[config.mk]
export PLATFORM = sky130hd
export DESIGN_NAME = frame_hdr_codec
export DESIGN_NICKNAME = d
export VERILOG_FILES = /design/src/rtl/frame_hdr_pkg.sv /design/src/rtl/hdr_sat_counter.sv /design/src/rtl/hdr_tx_inserter.sv /design/src/rtl/hdr_rx_checker.sv /design/src/rtl/frame_hdr_codec.sv
export SDC_FILE = /design/constraint.sdc
export NUM_CORES = 1
export LEC_CHECK = 0
export BUFFER_PORTS_ARGS = -buffer_cell sky130_fd_sc_hd__clkbuf_2
export CORE_AREA = 2 2 73 54
export CTS_CLUSTER_DIAMETER = 150
export CTS_CLUSTER_SIZE = 20
export DETAILED_ROUTE_END_ITERATION = 7
export DIE_AREA = 0 0 75 56
export GPL_TIMING_DRIVEN = 0
export PLACE_DENSITY = 0.72
export SYNTH_ARGS = -nofsm -noshare
export SYNTH_HDL_FRONTEND = slang
export SYNTH_SLANG_ARGS = --single-unit
[constraint.sdc]
create_clock -name clk -period 6.3 [get_ports clk]
set_input_delay 1.89 -clock clk [delete_from_list [all_inputs] [get_ports clk]]
set_output_delay 1.89 -clock clk [all_outputs]
set_load 0.01 [all_outputs]
[src/rtl/frame_hdr_pkg.sv]
package frame_hdr_pkg;

  localparam int          HDR_W_DEF   = 10;
  localparam logic [9:0]  HDR_VAL_DEF = 10'b1010010001;

  typedef enum logic [1:0] {
    RX_IDLE = 2'd0,
    RX_HDR  = 2'd1,
    RX_PASS = 2'd2,
    RX_DROP = 2'd3
  } rx_state_e;

endpackage

[src/rtl/hdr_sat_counter.sv]
module hdr_sat_counter #(
  parameter int W = 16
) (
  input  logic         clk,
  input  logic         rst,
  input  logic         inc,
  output logic [W-1:0] count
);

  localparam logic [W-1:0] TOP = '1;

  always_ff @(posedge clk) begin
    if (rst) begin
      count <= '0;
    end else if (inc && count != TOP) begin
      count <= count + 1'b1;
    end
  end

endmodule

[src/rtl/hdr_tx_inserter.sv]
module hdr_tx_inserter #(
  parameter int               HDR_W   = 10,
  parameter logic [HDR_W-1:0] HDR_VAL = '0
) (
  input  logic clk,
  input  logic rst,
  input  logic in_data,
  input  logic in_valid,
  input  logic in_last,
  output logic in_ready,
  output logic out_data,
  output logic out_valid,
  output logic out_last
);

  localparam int             CW      = $clog2(HDR_W + 1);
  localparam logic [CW-1:0]  PAY_IDX = CW'(HDR_W);

  // position in header; PAY_IDX means payload phase
  logic [CW-1:0] pos;
  logic          in_hdr;
  logic          hdr_bit;

  assign in_hdr   = (pos != PAY_IDX);
  assign in_ready = !in_hdr;

  always_comb begin
    hdr_bit = 1'b0;
    for (int i = 0; i < HDR_W; i++) begin
      if (pos == CW'(i)) hdr_bit = HDR_VAL[HDR_W-1-i];
    end
  end

  always_ff @(posedge clk) begin
    if (rst) begin
      pos       <= '0;
      out_data  <= 1'b0;
      out_valid <= 1'b0;
      out_last  <= 1'b0;
    end else begin
      out_valid <= 1'b0;
      out_last  <= 1'b0;
      if (in_valid) begin
        out_valid <= 1'b1;
        if (in_hdr) begin
          out_data <= hdr_bit;
          pos      <= pos + 1'b1;
        end else begin
          out_data <= in_data;
          out_last <= in_last;
          if (in_last) pos <= '0;
        end
      end
    end
  end

endmodule

[src/rtl/hdr_rx_checker.sv]
module hdr_rx_checker
  import frame_hdr_pkg::*;
#(
  parameter int               HDR_W   = 10,
  parameter logic [HDR_W-1:0] HDR_VAL = '0
) (
  input  logic clk,
  input  logic rst,
  input  logic in_data,
  input  logic in_valid,
  input  logic in_sof,
  input  logic in_eof,
  output logic out_data,
  output logic out_valid,
  output logic out_last,
  output logic reject
);

  localparam int CW = $clog2(HDR_W + 1);

  rx_state_e     state;
  logic [CW-1:0] cnt;
  logic          ok;

  logic [CW-1:0] idx_now;
  logic          ok_now;
  logic          hdr_beat;
  logic          hdr_end;
  logic          exp_bit;

  always_comb begin
    hdr_beat = in_valid && (in_sof || state == RX_HDR);
    idx_now  = in_sof ? '0 : cnt;
    exp_bit  = 1'b0;
    for (int i = 0; i < HDR_W; i++) begin
      if (idx_now == CW'(i)) exp_bit = HDR_VAL[HDR_W-1-i];
    end
    ok_now  = (in_sof ? 1'b1 : ok) && (in_data == exp_bit);
    hdr_end = (idx_now == CW'(HDR_W - 1));
  end

  assign reject = hdr_beat && hdr_end && !ok_now;

  always_ff @(posedge clk) begin
    if (rst) begin
      state     <= RX_IDLE;
      cnt       <= '0;
      ok        <= 1'b0;
      out_data  <= 1'b0;
      out_valid <= 1'b0;
      out_last  <= 1'b0;
    end else begin
      out_valid <= 1'b0;
      out_last  <= 1'b0;
      if (hdr_beat) begin
        cnt <= idx_now + 1'b1;
        ok  <= ok_now;
        if (in_eof)       state <= RX_IDLE;
        else if (hdr_end) state <= ok_now ? RX_PASS : RX_DROP;
        else              state <= RX_HDR;
      end else if (in_valid && state == RX_PASS) begin
        out_valid <= 1'b1;
        out_data  <= in_data;
        out_last  <= in_eof;
        if (in_eof) state <= RX_IDLE;
      end else if (in_valid && state == RX_DROP) begin
        if (in_eof) state <= RX_IDLE;
      end
    end
  end

endmodule

[src/rtl/frame_hdr_codec.sv]
module frame_hdr_codec
  import frame_hdr_pkg::*;
#(
  parameter int               HDR_W   = HDR_W_DEF,
  parameter logic [HDR_W-1:0] HDR_VAL = HDR_VAL_DEF,
  parameter int               REJ_W   = 16
) (
  input  logic             clk,
  input  logic             rst,
  input  logic             tx_in_data,
  input  logic             tx_in_valid,
  input  logic             tx_in_last,
  output logic             tx_in_ready,
  output logic             tx_out_data,
  output logic             tx_out_valid,
  output logic             tx_out_last,
  input  logic             rx_in_data,
  input  logic             rx_in_valid,
  input  logic             rx_in_sof,
  input  logic             rx_in_eof,
  output logic             rx_out_data,
  output logic             rx_out_valid,
  output logic             rx_out_last,
  output logic [REJ_W-1:0] rx_reject_cnt
);

  logic reject_pulse;

  hdr_tx_inserter #(
    .HDR_W   (HDR_W),
    .HDR_VAL (HDR_VAL)
  ) u_tx (
    .clk       (clk),
    .rst       (rst),
    .in_data   (tx_in_data),
    .in_valid  (tx_in_valid),
    .in_last   (tx_in_last),
    .in_ready  (tx_in_ready),
    .out_data  (tx_out_data),
    .out_valid (tx_out_valid),
    .out_last  (tx_out_last)
  );

  hdr_rx_checker #(
    .HDR_W   (HDR_W),
    .HDR_VAL (HDR_VAL)
  ) u_rx (
    .clk       (clk),
    .rst       (rst),
    .in_data   (rx_in_data),
    .in_valid  (rx_in_valid),
    .in_sof    (rx_in_sof),
    .in_eof    (rx_in_eof),
    .out_data  (rx_out_data),
    .out_valid (rx_out_valid),
    .out_last  (rx_out_last),
    .reject    (reject_pulse)
  );

  hdr_sat_counter #(
    .W (REJ_W)
  ) u_rej (
    .clk   (clk),
    .rst   (rst),
    .inc   (reject_pulse),
    .count (rx_reject_cnt)
  );

endmodule

Yosys cells after proc, flatten, opt, wreduce, memory -nomap -nowiden

Cells that the tools add are included.

Magnitude comparators: 0
Shift-type cells: 0
Divide/modulo/power cells: 0
Eq/ne operators: 24
Multiplexer cells: 34
$mul: 0
Bitwise logic cells: 3
Add/subtract/negate cells: 3
Reduce and logical (&&, ||, !) cells: 19

Operators with widths:

| kind                  | number |
|---|---|
| $eq 4x3->1 const B    | 8 |
| $mux 1                | 25 |
| $add 16x1->16 const B | 1 |
| $eq 4x2->1 const B    | 4 |
| $eq 4x4->1 const B    | 4 |
| $ne 16x16->1 const B  | 1 |
| $mux 2                | 6 |
| $mux 4                | 3 |
| $add 4x1->4 const B   | 2 |
| $eq 4x1->1 const B    | 2 |
| $logic_not 4->1       | 2 |
| $logic_and 1x1->1     | 7 |
| $reduce_or 3->1       | 2 |
| $eq 2x2->1 const B    | 2 |
| $ne 4x4->1 const B    | 1 |
| $reduce_and 2->1      | 2 |
| $not 1->1             | 3 |
| $reduce_bool 3->1     | 1 |
| $eq 2x1->1 const B    | 1 |
| $logic_not 1->1       | 2 |
| $reduce_bool 2->1     | 1 |
| $reduce_or 2->1       | 1 |
| $eq 1x1->1            | 1 |
| $logic_or 1x1->1      | 1 |

Word-level logic and storage cells: 94
Latch bits: 0
Input bits: 9
Output and inout port bits: 23
Memory bits (writable): 0
Memory bits (read-only): 0
Memories kept: 0
Register bits after elaboration: 33

Longest topological paths before layout

Gate-level depths: netlist of the first run.

Word-level depth: 18
Mapped depth: 8
Mapped depth without buffers: 6

Modules after synthesis

From an unflattened synthesis of the first run, not the netlist that was laid out.

Cells, all modules: 193
Area total of the unflattened synthesis: 1676.6 µm²

Modules (own cells, without submodules):

| module          | seq. area each (µm²) | instances | cells an instance | area each (µm²) |
|---|---|---|---|---|
| hdr_sat_counter | 320.3                | 1         | 99                | 848.3 |
| hdr_rx_checker  | 200.2                | 1         | 59                | 494.2 |
| hdr_tx_inserter | 140.1                | 1         | 35                | 334.1 |

Worst setup path before layout of the first run

OpenSTA, ideal clock, no wires.

Kind: input to register
Start point: input rx_in_valid
End point: register u_rej.count[5]
Cell stages on the path: 6
Setup slack: 2.768 ns
Arrival: 3.411 ns
Required time: 6.179 ns
Setup time: 0.121 ns
Buffers on the path: 1
Path through: inv_1 > or4_1 > a31o_1 > buf_6 > nor4b_1 > mux2_2

Word-level cells in the longest chain between the ends: 4

Ends and longest elaborated chain:

| element                         | line                  | text |
|---|---|---|
| from (decl)                     | frame_hdr_codec.sv:18 | `input logic rx_in_valid,` |
| $logic_and 1x1->1               | hdr_rx_checker.sv:32  | `hdr_beat = in_valid && (in_sof \|\| state == RX_HDR);` |
| $logic_and 1x1->1 (2 in series) | hdr_rx_checker.sv:42  | `assign reject = hdr_beat && hdr_end && !ok_now;` |
| $logic_and 1x1->1               | hdr_sat_counter.sv:15 | `end else if (inc && count != TOP) begin` |
| to (signal assigned)            | hdr_sat_counter.sv:16 | `count <= count + 1'b1;` |
| to (decl)                       | hdr_sat_counter.sv:7  | `output logic [W-1:0] count` |

Every way passes these cells.
A chain may end at the register's enable or synchronous reset.

Worst setup path after layout of the first run

Same ends and word-level chain as after synthesis.

==> results of run 1 <==
## worst reg2reg max path, stage by stage (launching register included)
cell and delay [ns]:
dfxtp_1 0.44, nand4bb_4 0.20, o311a_1 0.24, mux2i_1 0.63, buf_2 0.35, buf_2 0.26
o21ai_0 0.13, a21oi_1 0.15
## area by class of cell
cell class,instances,area [sq um]
buffer,10,47.5
clock buffer,5,68.8
clock inverter,2,35.0
fill,328,1440
inverter,4,15.0
multi-input combinational,154,963
sequential,33,661
tap,50,62.6
timing repair buffer,31,155
## synthesized netlist by cell type (2+ instances only)
| master | number | share of area (%) |
|---|---|---|
| nand2_1 | 12 | 2.7 |
| dfxtp_1 | 33 | 39 |
| nor2_1 | 20 | 4.5 |
| nand2b_1 | 5 | 1.9 |
| and3b_1 | 3 | 1.6 |
| inv_1 | 4 | 0.89 |
| clkbuf_1 | 7 | 1.6 |
| and2_1 | 4 | 1.5 |
| a22oi_1 | 2 | 0.89 |
| nor3_1 | 6 | 1.8 |
| mux2_2 | 3 | 2.0 |
| nand4_1 | 3 | 1.1 |
| nor2b_1 | 5 | 1.9 |
| buf_2 | 2 | 0.59 |
| a21oi_1 | 20 | 5.9 |
| or3_1 | 3 | 1.1 |
| or4_1 | 12 | 5.3 |
| o21ai_0 | 12 | 3.6 |
| a2111oi_0 | 2 | 1.0 |
| o31ai_1 | 10 | 4.5 |
| and4_1 | 3 | 1.6 |
| nand3_1 | 8 | 2.4 |
| mux2i_1 | 3 | 1.8 |
| and3_1 | 2 | 0.74 |
| a211oi_1 | 2 | 0.89 |
## routing by layer
layer,track usage [%],up-vias,share of wire [%]
li1,-,832,-
met1,30.9,747,52
met2,27.6,38,42
met3,5.07,7,5.5
met4,6.89,0,1.2
met5,0,-,0
## final timing paths
| check | depth (start not counted) | end | slack [ns] | start |
|---|---|---|---|---|
| max | 7 | u_rej.count[5] | 2.82 | rx_in_valid |
| min | 2 | u_rej.count[9] | 0.50 | u_rej.count[9] |
| max reg2reg | 7 | u_rej.count[0] | 3.85 | u_rx.cnt[2] |
| min reg2reg | 2 | u_rej.count[9] | 0.50 | u_rej.count[9] |
## where the power goes
part           internal, uW  leakage, uW  total [uW]  switching, uW
Combinational          9.74     0.000415        28.0           18.3
Sequential              212     0.000267         215           3.35
Clock                   115    0.0000540         194           79.2
Total                   336     0.000736         437            101
## state kept, by name, summed over array words and instances (netlist names), 2 cells and up
register / count
u_tx.pos: 4
u_rx.cnt: 4
u_rx.state: 2
u_rej.count: 16
## stage by stage
stage	total power, uW	hold slack, ns
finish	437	0.496
global route	453	0.518
CTS	441	0.499
detailed placement	248	0.488
global placement	247	0.484
floorplan	237	0.491
## logic make-up after synthesis
group / synth area share (%)
multiplexers: 3.78
adder cells (fa/ha/maj): 0.742
buffers and inverters: 3.71
XOR/XNOR: 1.04
AND/OR/NAND/NOR: 32.6
flip-flops: 39.2
AO/OA/AOI/OAI: 18.9
==> run_results.csv, run 1 <==
group,metric,value,unit
outcome,status,"complete, no violations",
critical_path,cp_data_arrival_time,3.67,ns
flow_run,drv_cap,0,
clock_network,clk_latency,0.29,ns
clock_network,clockBufferDepth,2,
sta,setup_viol,0,
placement,placed_cells,282,
logic_synthesis,synth_cells,201,
sta,timing.setup.tns,0,ns
critical_path,worstPathRequired,6.48,ns
power_and_ir_drop,power_density,218,nW/um^2
clock_network,cts_sinks,33,
cells_and_area,final_cells,289,
placement,place_area,1900,sq um
die,fp.dieH,56,um
die,io_pins,32,
logic_synthesis,synth_fp_nets,211,
grt,grt_max_degree,11,
clock_network,clkTransAtPathRegs,0.07,ns
sta,fmax,0.287,GHz
detailed_routing,dr.pass1.iters,4,
critical_path,crit_family,"simple AND/OR/NAND/NOR gates",
sta,worst_pin_slew,0.702,ns
cells_and_area,design_area,2010,sq um
cells_and_area,mostFrequentLayoutCell,"dfxtp_1",
sta,slew_headroom,51.9,%
worst_hold_path,hold_class,"reg -> reg",
placement,numPortBuffers,31,
power_and_ir_drop,p_leak,0.000736,uW
clock_network,h-tree-depth,2,
sta,rsz0062_at_grt,"no",
logic_synthesis,seq_area_frac_synth,39.2,%
clock_network,cts_tree,"done",
die,dieArea,4200,sq um
detailed_routing,antenna_left,0,
logic_synthesis,ys.flop_type,"dfxtp_1",
cells_and_area,diodes,0,
grt,grt_antenna_before_repair,0,
detailed_routing,drt-total-wl,3930,um
die,row_count,18,
critical_path,crit_fanout,10,
critical_path,cpPeakStageDelay,0.49,ns
cells_and_area,final_core_util,58.3,%
logic_synthesis,synth_warnings,0,
clock_network,cts_resized,0,
sta,finalMaxSlewViolations,0,
placement,post-place-ws,2.52,ns
critical_path,end_kind,"flop",
critical_path,crit_path_top_delay_cell,"or4_1",
grt,grt_usage,20.4,%
clock_network,ctsRootBufferMaster,"clkbuf_8",
cells_and_area,area_growth_syn_to_layout,19.1,%
detailed_routing,avgRoutedWirePerCell,13.6,um
sta,layout_min_cycle_time,3.48,ns
clock_network,hold_buffers,0,
logic_synthesis,synth-async-reset-ratio,0,%
critical_path,startpoint_type,"primary input",
detailed_routing,drc,0,
logic_synthesis,syn_area,1690,sq um
die,start_util,48.9,%
clock_network,post-cts-setup-buffer-count,0,
cells_and_area,final_cell_mix,"dfxtp_1 (33), clkbuf_2 (31), nor2_1 (20), a21oi_1 (20)",
detailed_routing,vias,1624,
detailed_routing,drt_iter0_markers,107,
die,fp.coreArea,3450,sq um
logic_synthesis,synth_edf_count,0,
placement,place.gp.congestion,0.792,
sta,finalCritPeriodShare,55.3,%
placement,hpwl,2740,um
critical_path,worst-path-buf-inv,3,
critical_path,path_cells,"clkbuf_2 > inv_1 > or4_1 > a31o_1 > buf_6 > nor4b_1 > mux2_2",
cells_and_area,drive_gt1_share,18.8,%
die,dieWidth,75,um
sta,layout_setup_ws,2.82,ns
cells_and_area,fin_nets,249,
logic_synthesis,ys_ff_latch,33,
logic_synthesis,syn_area_per_cell,8.39,sq um
sta,skew,0.00593,ns
sta,hold_viol,0,
critical_path,critPathKind,"in -> reg",
clock_network,cts-buffers-inserted,5,
detailed_routing,via_per_inst,5.62,
grt,grt_overflow,0,
grt,grt_pass1_wl,6680,um
grt,grt_pass1_vias,1408,
power_and_ir_drop,vdd.ir_drop.worst,0.135,mV
logic_synthesis,synth.distinct_cells,40,
Note: power is estimated with default switching activity, not from simulation.
==> run 2: changes to the inputs <==
- ABC_AREA: unset -> 1
- CORE_AREA: 2 2 73 54 -> 2 2 77 57
- DIE_AREA: 0 0 75 56 -> 0 0 79 59
- clock period: 6.3 -> 3.4 ns (I/O delays scaled with it)
==> run_results.csv, run 2 <==
group,metric,value,unit
detailed_routing,via_per_inst,5.18,
detailed_routing,drt_iter0_markers,137,
detailed_routing,vias,1803,
logic_synthesis,ys.flop_type,"dfxtp_1",
die,row_count,19,
logic_synthesis,synth.most_common_cell,"nand2_1",
logic_synthesis,yosys-top-cells-count,"nand2_1 (46), dfxtp_1 (33), nor2_1 (27), inv_1 (23), nand4_1 (17)",
cells_and_area,mostFrequentLayoutCell,"nand2_1",
die,fp.dieH,59,um
clock_network,hold_buffers,0,
logic_synthesis,synth_cells,258,
critical_path,timing.rr.start,"u_rej.count[0]",
sta,skew,0.00778,ns
sta,timing.hold.ws,0.449,ns
detailed_routing,dr.pass1.iters,4,
logic_synthesis,ys_ff_latch,33,
placement,numPortBuffers,30,
logic_synthesis,synth.distinct_cells,34,
die,io_pins,32,
sta,fmax,0.447,GHz
clock_network,cts_tree,"done",
cells_and_area,design_area,2220,sq um
flow_run,drv_cap,0,
clock_network,clockBufferDepth,2,
clock_network,clk_latency,0.29,ns
placement,hpwl,3340,um
sta,hold_viol,0,
detailed_routing,antenna_left,0,
logic_synthesis,synthTopCellsByArea,"dfxtp_1 (35%), nand2_1 (9.0%), nand4_1 (5.6%), nor2_1 (5.3%), inv_1 (4.5%)",
logic_synthesis,synth_edf_count,0,
critical_path,cpPeakStageDelay,0.35,ns
logic_synthesis,seq_area_frac_synth,34.5,%
clock_network,cts_resized,0,
outcome,status,"complete, no violations",
detailed_routing,drt-total-wl,4460,um
sta,layout_min_cycle_time,2.24,ns
logic_synthesis,synth-async-reset-ratio,0,%
sta,finalCritPeriodShare,65.9,%
detailed_routing,avgRoutedWirePerCell,12.8,um
power_and_ir_drop,power_density,343,nW/um^2
critical_path,worst-path-buf-inv,3,
sta,worst_pin_slew,0.586,ns
grt,grt_overflow,0,
sta,layout_setup_ws,1.16,ns
logic_synthesis,yosysTopAreaCell,"dfxtp_1",
logic_synthesis,synth_xor_area_share,5.49,%
sta,rsz0062_at_grt,"no",
cells_and_area,fin_nets,305,
critical_path,worstPathRequired,2.38,ns
cells_and_area,top_regs,"u_rej.count x16, u_rx.cnt x4, u_tx.pos x4",
cells_and_area,diodes,0,
die,fp.coreArea,3850,sq um
cells_and_area,largest_reg_flops,16,
critical_path,end_kind,"primary output",
die,start_util,49.7,%
cells_and_area,drive_gt1_share,28.0,%
grt,grt_max_degree,12,
critical_path,crit_family,"flip-flops",
worst_hold_path,hold_class,"reg -> reg",
clock_network,cts_sinks,33,
power_and_ir_drop,vdd.ir_drop.worst,0.216,mV
critical_path,crit_fanout,4,
sta,finalMaxSlewViolations,0,
cells_and_area,area_growth_syn_to_layout,15.8,%
critical_path,crit_path_top_delay_cell,"dfxtp_1",
sta,timing.setup.tns,0,ns
die,dieWidth,79,um
critical_path,critPathKind,"reg -> out",
logic_synthesis,synth_top_family_by_area,"simple AND/OR/NAND/NOR gates",
cells_and_area,final_cell_mix,"nand2_1 (46), dfxtp_1 (33), clkbuf_2 (30)",
grt,grt_pass1_vias,1667,
critical_path,crit_top_cell,"inv_1",
logic_synthesis,synth-simple-area-share,38.3,%
critical_path,cp_data_arrival_time,1.22,ns
clock_network,h-tree-depth,2,
logic_synthesis,synth-compound-area-share,12.9,%
logic_synthesis,synth_adder_area_share,0.654,%
grt,grt_usage,20.6,%
placement,place.gp.congestion,0.932,
logic_synthesis,synth_warnings,0,
logic_synthesis,synth_fp_nets,268,
cells_and_area,largest-register,"u_rej.count",
clock_network,ctsRootBufferMaster,"clkbuf_8",
critical_path,crit_start,"u_tx.pos[3]",
placement,place_area,2130,sq um
logic_synthesis,synth_top_area_share,34.5,%
die,dieArea,4660,sq um
power_and_ir_drop,p_leak,0.000889,uW
critical_path,path_cells,"inv_1 > nor2_1 > nand2_1 > inv_1 > clkbuf_2",
logic_synthesis,syn_area_per_cell,7.42,sq um
detailed_routing,drc,0,
placement,post-place-ws,0.935,ns
logic_synthesis,muxShareOfSynthArea,0,%
grt,grt_pass1_wl,7440,um
sta,slew_headroom,61.0,%
clock_network,post-cts-setup-buffer-count,0,
grt,grt_antenna_before_repair,0,
clock_network,cts-buffers-inserted,5,
worst_hold_path,hp-start,"u_rx.out_data",
sta,setup_viol,0,
logic_synthesis,syn_area,1910,sq um
clock_network,clkTransAtPathRegs,0.07,ns
critical_path,startpoint_type,"flop",
## run 2: cell count changes in the layout (fill, tap and decap cells not counted), sizes merged, moves of 8 or more
cell   previous run  this run
nand2            12        62
inv               4        27
nand4             3        17
nor2             20        32
or4              12         0
nand3             8        18
o31ai            10         1
xor2              1         9
## run 2: worst register-to-register path: stages (launching register included)
cell and delay (ns):
dfxtp_1 0.42, ha_1 0.25, nand3_1 0.14, nor2_4 0.17
nand2_2 0.10, nor2_4 0.10, nand2_4 0.08, buf_2 0.20
nand4_1 0.17, a21oi_2 0.08
## run 2: routing by layer
metal | vias up | track usage [%] | routed length (um)
li1 | 935 | - | -
met1 | 817 | 29.3 | 2310
met2 | 45 | 30.8 | 1870
met3 | 6 | 5.18 | 242
met4 | 0 | 7.14 | 44
met5 | - | 0 | 0
## run 2: area by class of cell
| class | count | area [sq um] |
|---|---|---|
| Clock buffer | 5 | 68.8 |
| Inverter | 27 | 101 |
| Fill cell | 377 | 1640 |
| Buffer | 8 | 53.8 |
| Clock inverter | 3 | 17.5 |
| Timing Repair Buffer | 30 | 150 |
| Tap cell | 52 | 65.1 |
| Multi-Input combinational cell | 190 | 1100 |
| Sequential cell | 33 | 661 |
## run 2: kinds of logic (layout without fill, tap and decap cells)
logic type	count (synthesis)	after routing
XOR/XNOR	12	12
flip-flops	33	33
adder cells (fa/ha/maj)	1	1
buffers and inverters	35	73
AO/OA/AOI/OAI	39	39
AND/OR/NAND/NOR	138	138
## run 2: worst paths after layout
kind                          end  slack, ns  cells past startpoint
setup / recovery      tx_in_ready       1.16                      5
hold / removal      u_rx.out_data       0.45                      2
setup reg to reg  u_rej.count[11]       1.55                      9
hold reg to reg     u_rx.out_data       0.45                      2
## run 2: where the power goes
part	internal, uW	switching (uW)	total, uW
clock network	141	156	297
registers	394	6.40	400
logic	19.6	42.7	62.3
total	555	205	760
## run 2: stage by stage
step / total power [uW] / utilization, % / cells
2_1_floorplan: 451 / - / 258
3_3_place_gp: 469 / 55.3 / 340
3_5_place_dp: 470 / 55.3 / 340
4_1_cts: 762 / 57.5 / 348
5_1_grt: 789 / 57.5 / 348
6_report: 760 / 57.5 / 348
